File: config.mk
export PLATFORM = sky130hd
export DESIGN_NAME = pwr_island_seq
export DESIGN_NICKNAME = d
export VERILOG_FILES = /design/src/rtl/pwr_island_pkg.sv /design/src/rtl/pwr_island_dp.sv /design/src/rtl/pwr_island_ctrl.sv /design/src/rtl/pwr_island_seq.sv
export SDC_FILE = /design/constraint.sdc
export NUM_CORES = 1
export LEC_CHECK = 0
export BUFFER_PORTS_ARGS = -buffer_cell sky130_fd_sc_hd__buf_4
export CAP_MARGIN = 5
export CORE_MARGIN = 1
export CORE_UTILIZATION = 47
export CTS_BUF_LIST = sky130_fd_sc_hd__clkbuf_4 sky130_fd_sc_hd__clkbuf_8
export DETAILED_ROUTE_END_ITERATION = 8
export HOLD_SLACK_MARGIN = 0.03
export PLACE_DENSITY = 0.84
export SLEW_MARGIN = 30
export SYNTH_ARGS = -nofsm -noshare
export SYNTH_HDL_FRONTEND = slang
export SYNTH_HIERARCHICAL = 1
export SYNTH_SLANG_ARGS = --single-unit
File: constraint.sdc
create_clock -name clk -period 3.2 [get_ports clk]
set_input_delay 0.32 -clock clk [delete_from_list [all_inputs] [get_ports clk]]
set_output_delay 0.32 -clock clk [all_outputs]
set_load 0.02 [all_outputs]
File: src/rtl/pwr_island_pkg.sv
package pwr_island_pkg;

  localparam int RegW    = 32;
  localparam int SwBit   = 0;
  localparam int PgBit   = 1;
  localparam int EisoBit = 2;
  localparam int RepBit  = 3;
  localparam int RdnBit  = 4;
  localparam int FisoBit = 5;
  localparam int InrLo   = 13;
  localparam int InrW    = 2;
  localparam int KeyLo   = 24;
  localparam int KeyW    = 8;
  localparam logic [KeyW-1:0] KeyVal = 8'h5A;

  typedef enum logic [2:0] {
    OP_RAMP,
    OP_SET_EISO,
    OP_SET_REP,
    OP_SET_FISO,
    OP_CLR_EISO,
    OP_CLR_SW,
    OP_CLR_FISO,
    OP_CLR_POW
  } wrOp_e;

  typedef enum logic [3:0] {
    S_IDLE,
    S_RAMP_WR,
    S_RAMP_WAIT,
    S_EISO_WR,
    S_REP_WR,
    S_REP_WAIT,
    S_FISO_WR,
    S_BACK_EISO,
    S_BACK_SW,
    S_DN_FISO,
    S_DN_EISO,
    S_DN_SW,
    S_FINISH
  } seqState_e;

  typedef struct packed {
    logic  wrEn;
    wrOp_e op;
    logic  codeClr;
    logic  codeInc;
    logic  tmrClr;
    logic  tmrRun;
    logic  tmrSel;
  } dpStrobe_t;

  typedef struct packed {
    logic pgSeen;
    logic repSeen;
    logic tmrExpired;
    logic codeLast;
    logic alreadyOn;
  } dpStatus_t;

endpackage

File: src/rtl/pwr_island_dp.sv
module pwr_island_dp
  import pwr_island_pkg::*;
#(
  parameter int CLK_MHZ = 125,
  parameter int PG_US   = 3,
  parameter int RP_US   = 1
) (
  input  logic            clk,
  input  logic            rstN,
  input  dpStrobe_t       stb,
  input  logic [RegW-1:0] regRdData,
  output dpStatus_t       sts,
  output logic            regWrEn,
  output logic [RegW-1:0] regWrData
);

  localparam int PgCyc  = CLK_MHZ * PG_US;
  localparam int RpCyc  = CLK_MHZ * RP_US;
  localparam int TmrMax = (PgCyc > RpCyc) ? PgCyc : RpCyc;
  localparam int TmrW   = $clog2(TmrMax + 1);
  localparam logic [TmrW-1:0] PgLim = TmrW'(PgCyc - 1);
  localparam logic [TmrW-1:0] RpLim = TmrW'(RpCyc - 1);

  logic [InrW-1:0] codeQ;
  logic [TmrW-1:0] tmrQ;
  logic [TmrW-1:0] tmrLim;
  logic [RegW-1:0] body;

  // inrush code register: cleared at sequence start, stepped on each retry
  always_ff @(posedge clk or negedge rstN) begin
    if (!rstN)            codeQ <= '0;
    else if (stb.codeClr) codeQ <= '0;
    else if (stb.codeInc) codeQ <= codeQ + 1'b1;
  end

  // one wait counter shared by the power-good and repair windows
  always_ff @(posedge clk or negedge rstN) begin
    if (!rstN)           tmrQ <= '0;
    else if (stb.tmrClr) tmrQ <= '0;
    else if (stb.tmrRun) tmrQ <= tmrQ + 1'b1;
  end

  assign tmrLim = stb.tmrSel ? RpLim : PgLim;

  always_comb begin
    sts.pgSeen     = regRdData[PgBit];
    sts.repSeen    = regRdData[RdnBit];
    sts.alreadyOn  = regRdData[SwBit];
    sts.tmrExpired = (tmrQ == tmrLim);
    sts.codeLast   = &codeQ;
  end

  // read-modify-write data: live value, one field changed, key on top
  always_comb begin
    body = regRdData;
    unique case (stb.op)
      OP_RAMP: begin
        body[InrLo +: InrW] = codeQ;
        body[SwBit]         = 1'b1;
      end
      OP_SET_EISO: body[EisoBit] = 1'b1;
      OP_SET_REP:  body[RepBit]  = 1'b1;
      OP_SET_FISO: body[FisoBit] = 1'b1;
      OP_CLR_EISO: body[EisoBit] = 1'b0;
      OP_CLR_SW: begin
        body[InrLo +: InrW] = '0;
        body[SwBit]         = 1'b0;
      end
      OP_CLR_FISO: body[FisoBit] = 1'b0;
      OP_CLR_POW:  body[SwBit]   = 1'b0;
      default: body = regRdData;
    endcase
    body[KeyLo +: KeyW] = KeyVal;
  end

  assign regWrEn   = stb.wrEn;
  assign regWrData = body;

endmodule

File: src/rtl/pwr_island_ctrl.sv
module pwr_island_ctrl
  import pwr_island_pkg::*;
(
  input  logic      clk,
  input  logic      rstN,
  input  logic      onReq,
  input  logic      offReq,
  input  dpStatus_t sts,
  output dpStrobe_t stb,
  output logic      busy,
  output logic      done,
  output logic      err
);

  seqState_e stateQ, stateNxt;
  logic      errQ, errSet, errClr;

  always_ff @(posedge clk or negedge rstN) begin
    if (!rstN) stateQ <= S_IDLE;
    else       stateQ <= stateNxt;
  end

  always_ff @(posedge clk or negedge rstN) begin
    if (!rstN)       errQ <= 1'b0;
    else if (errClr) errQ <= 1'b0;
    else if (errSet) errQ <= 1'b1;
  end

  always_comb begin
    stateNxt = stateQ;
    stb      = '0;
    stb.op   = OP_RAMP;
    errSet   = 1'b0;
    errClr   = 1'b0;
    unique case (stateQ)
      S_IDLE: begin
        if (onReq) begin
          errClr = 1'b1;
          if (sts.alreadyOn) begin
            stateNxt = S_FINISH;
          end else begin
            stb.codeClr = 1'b1;
            stateNxt    = S_RAMP_WR;
          end
        end else if (offReq) begin
          errClr   = 1'b1;
          stateNxt = S_DN_FISO;
        end
      end
      S_RAMP_WR: begin
        stb.wrEn   = 1'b1;
        stb.op     = OP_RAMP;
        stb.tmrClr = 1'b1;
        stateNxt   = S_RAMP_WAIT;
      end
      S_RAMP_WAIT: begin
        if (sts.pgSeen) begin
          stateNxt = S_EISO_WR;
        end else if (sts.tmrExpired) begin
          if (sts.codeLast) begin
            errSet   = 1'b1;
            stateNxt = S_BACK_SW;
          end else begin
            stb.codeInc = 1'b1;
            stateNxt    = S_RAMP_WR;
          end
        end else begin
          stb.tmrRun = 1'b1;
        end
      end
      S_EISO_WR: begin
        stb.wrEn = 1'b1;
        stb.op   = OP_SET_EISO;
        stateNxt = S_REP_WR;
      end
      S_REP_WR: begin
        stb.wrEn   = 1'b1;
        stb.op     = OP_SET_REP;
        stb.tmrClr = 1'b1;
        stb.tmrSel = 1'b1;
        stateNxt   = S_REP_WAIT;
      end
      S_REP_WAIT: begin
        stb.tmrSel = 1'b1;
        if (sts.repSeen) begin
          stateNxt = S_FISO_WR;
        end else if (sts.tmrExpired) begin
          errSet   = 1'b1;
          stateNxt = S_BACK_EISO;
        end else begin
          stb.tmrRun = 1'b1;
        end
      end
      S_FISO_WR: begin
        stb.wrEn = 1'b1;
        stb.op   = OP_SET_FISO;
        stateNxt = S_FINISH;
      end
      S_BACK_EISO: begin
        stb.wrEn = 1'b1;
        stb.op   = OP_CLR_EISO;
        stateNxt = S_BACK_SW;
      end
      S_BACK_SW: begin
        stb.wrEn = 1'b1;
        stb.op   = OP_CLR_SW;
        stateNxt = S_FINISH;
      end
      S_DN_FISO: begin
        stb.wrEn = 1'b1;
        stb.op   = OP_CLR_FISO;
        stateNxt = S_DN_EISO;
      end
      S_DN_EISO: begin
        stb.wrEn = 1'b1;
        stb.op   = OP_CLR_EISO;
        stateNxt = S_DN_SW;
      end
      S_DN_SW: begin
        stb.wrEn = 1'b1;
        stb.op   = OP_CLR_POW;
        stateNxt = S_FINISH;
      end
      S_FINISH: stateNxt = S_IDLE;
      default:  stateNxt = S_IDLE;
    endcase
  end

  assign busy = (stateQ != S_IDLE);
  assign done = (stateQ == S_FINISH);
  assign err  = done & errQ;

endmodule

File: src/rtl/pwr_island_seq.sv
module pwr_island_seq #(
  parameter int CLK_MHZ = 125,
  parameter int PG_US   = 3,
  parameter int RP_US   = 1
) (
  input  logic        clk,
  input  logic        rstN,
  input  logic        onReq,
  input  logic        offReq,
  input  logic [31:0] regRdData,
  output logic        regWrEn,
  output logic [31:0] regWrData,
  output logic        busy,
  output logic        done,
  output logic        err
);

  import pwr_island_pkg::*;

  dpStrobe_t stb;
  dpStatus_t sts;

  pwr_island_ctrl u_ctrl (
    .clk    (clk),
    .rstN   (rstN),
    .onReq  (onReq),
    .offReq (offReq),
    .sts    (sts),
    .stb    (stb),
    .busy   (busy),
    .done   (done),
    .err    (err)
  );

  pwr_island_dp #(
    .CLK_MHZ (CLK_MHZ),
    .PG_US   (PG_US),
    .RP_US   (RP_US)
  ) u_dp (
    .clk       (clk),
    .rstN      (rstN),
    .stb       (stb),
    .regRdData (regRdData),
    .sts       (sts),
    .regWrEn   (regWrEn),
    .regWrData (regWrData)
  );

endmodule

==> flow_summary.toml <==
[outcome]
status = "completed"

[synthesis]
synthDominantCellAreaShare_pct = 28.52
synth-seq-cells = 16
synth_commonest_cells = "buf_4 (31), dfrtp_1 (16), nor2_1 (15)"
ys.flop_type = "dfrtp_1"
synth_most_common_cell = "buf_4"
ys_types = 47
syn_avg_cell_area_um2 = 8.356
syn_area_mm2 = 0.001404
seq_area_frac_synth_pct = 28.52
synth_area_leaders = "dfrtp_1 (29%), buf_4 (17%), nor2_1 (4.0%), a21oi_1 (2.9%), nand2b_1 (2.7%)"
postSynthCellCount = 168
synth_largest_area_cell = "dfrtp_1"
synth_edf_count = 0
ys_warn_count = 6
ys_async_sr_fraction_pct = 100.0

[clock_network]
cts_sinks = 16
cts_buffer_depth = 2
clock_latency_ns = 0.28
cts_tree = "yes"
post_cts_buffers = 0
clk_pin_slew_ns = 0.09
cts_resized = 0
numCtsBuffers = 3
h-tree-depth = 1
clockRootBuffer = "clkbuf_4"
cts_hold_buf = 1

[sta]
max_freq_mhz = 342.6
slew_viol_final = 0
setup-tns-final_ns = 0
fin_crit_sh_pct = 91.20
worstMarginPinSlew_ns = 0.5508
postLayoutSetupSlackWorst_ns = 0.2816
rsz0062_at_grt = "false"
finalSetupViolations = 0
relSlewSlack_pct = 63.28
fin_crit_ns = 2.918
finalHoldViolations = 0
finClkSkew_ns = 0.008051

[drt]
drcViolationCount = 0
vias_per_cell = 6.030
routedWlPerCell_um = 15.19
antenna_left = 0
vias = 1194
drtIter0Drc = 73
first_pass_iters = 4
wirelength_um = 3008

[placed_design]
gp_congestion = 0.8991
portBuffers = 23
pre_cts_ws_ns = 0.3763
dp_hpwl_um = 2220
placedCellCount = 194

[pwr]
p_per_area_mw_per_mm2 = 784.1
p_seq_share_pct = 31.8
p_int_w = 0.0005662
vdd_drop_max_v = 0.0006115
clkPwrFrac_pct = 9.3
swShare_pct = 49.29
p_leak_nw = 0.6017
power_frac_comb_pct = 58.9
switching_power_w = 0.0005503
p_total_w = 0.001117

[final_layout]
multi_input_area_um2 = 738.2
layout-drive-gt1-share_pct = 19.76
nNetsFinal = 207
fillers = 281
seq_area_um2 = 400.4
stdcell_count = 198
diodes = 0
area_growth_pct = 1.426

[setup_path]
worstSetupPathType = "flop to flop"
cp.arrival_ns = 3.13
cp_max_fo = 17
cp-end-kind = "flop"
critPathRequiredTime_ns = 3.41
cp-start-kind = "flop"

[floorplan]
design.portCount = 72
fp-row-count = 19
die_y_um = 56.65
dieArea_mm2 = 0.003209
core_mm2 = 0.002781
dieWidth_um = 56.65
initial_utilization_pct = 50.47

[global_routing]
gr-total-overflow = 0
grt_usage_pct = 18.84
grt_max_degree = 18
grt_pass1_wl_um = 4809
grt_pass1_vias = 1144
antenna_found_initial = 0

[job]
max_cap_viol_count = 0

[worst_hold_path]
hold_class = "input pin to flop"
## critical path, stage by stage, from the launching register on
cell      delay, ns
dfrtp_1        0.58
nor3b_1        0.25
buf_4          0.16
nor4bb_1       0.13
nor2_1         0.09
nor4_1         0.05
buf_4          0.16
a21oi_1        0.44
o211ai_1       0.26
or4_1          0.53
a21oi_1        0.18
## flip-flops by register name, indices dropped and copies added (netlist names)
| signal | count |
|---|---|
| u_dp/codeQ | 2 |
| u_ctrl/errQ | 1 |
| u_ctrl/stateQ | 4 |
| u_dp/tmrQ | 9 |
## power by group through the flow
| stage | Sequential, W | Clock [W] | Combinational [W] |
|---|---|---|---|
| global route | 0.000368 | 0.000115 | 0.000717 |
| CTS | 0.000354 | 0.000108 | 0.000657 |
| global placement | 0.000348 | 0 | 0.000625 |
| floorplan | 0.000278 | 0 | 0.000593 |
| finish | 0.000355 | 0.000104 | 0.000657 |
| detailed placement | 0.000359 | 0 | 0.000652 |
## cells in the final DEF (no fill, tap or decap), drive strengths merged, types with 2 or more instances in the layout
| cell type | count |
|---|---|
| nor4b | 2 |
| mux2i | 3 |
| buf | 26 |
| nand3 | 2 |
| clkbuf | 3 |
| nor3b | 3 |
| o2bb2ai | 3 |
| o22ai | 2 |
| xor2 | 2 |
| nand4 | 2 |
| nand2b | 6 |
| a32oi | 2 |
| or3 | 3 |
| conb | 8 |
| nor3 | 3 |
| ha | 2 |
| a21oi | 8 |
| dfrtp | 16 |
| o21ai | 7 |
| nor4bb | 2 |
| nand2 | 9 |
| o31ai | 2 |
| a22oi | 2 |
| a31oi | 2 |
| nor4 | 3 |
| xnor2 | 4 |
| or4 | 3 |
| nor2 | 15 |
| o211ai | 2 |
| inv | 5 |
## area by class of cell
type,count,area share [%]
clock buffers,3,1.582
flip-flops and latches,16,28.12
well taps,31,2.724
inverters,5,1.318
repair buffers,27,14.41
multi-input cells,116,51.85
## layer usage
| metal | track usage [%] | wire (um) | share of wire, % |
|---|---|---|---|
| met1 | 23.44 | 1284 | 43 |
| met2 | 30.25 | 1424 | 47 |
| met3 | 4.839 | 249 | 8.3 |
| met5 | 0 | 0 | 0 |
| met4 | 9.059 | 49 | 1.6 |
## final timing paths
check | from | endpoint | slack (ns) | depth (start not counted)
max in group asynchronous | rstN | u_dp/tmrQ[0] | 2.58 | 2
worst min-delay path | onReq | u_ctrl/stateQ[2] | 0.32 | 3
worst max register to register | u_ctrl/stateQ[2] | u_dp/tmrQ[7] | 0.28 | 10
min in group asynchronous | rstN | u_dp/tmrQ[7] | 0.42 | 2
worst max-delay path | u_ctrl/stateQ[2] | u_dp/tmrQ[7] | 0.28 | 10
worst min register to register | u_ctrl/errQ | u_ctrl/errQ | 0.57 | 1
## logic make-up (layout without fill, tap and decap cells)
| group | after synthesis | after routing | share of synthesized area (%) |
|---|---|---|---|
| AOI/OAI and AO/OA | 38 | 38 | 18.36 |
| xor gates and xnor gates | 6 | 6 | 3.743 |
| adders and majority gates | 2 | 2 | 1.782 |
| buffers and inverters | 42 | 35 | 20.50 |
| DFF | 16 | 16 | 28.52 |
| muxes | 3 | 3 | 2.139 |
| other | 2 | 8 | 0.5350 |
| and+or+nand+nor | 59 | 59 | 24.42 |
## through the flow
stage	utilization, %	hold slack (ns)	cell area (um2)
after floorplan	-	0.02441	1426
after global placement	50.02	0.1887	1391
after detailed placement	50.02	0.1899	1391
after CTS	51.19	0.3095	1424
after global routing	51.19	0.3208	1424
final	51.19	0.3182	1424
Note: power is estimated with default switching activity, not from simulation.
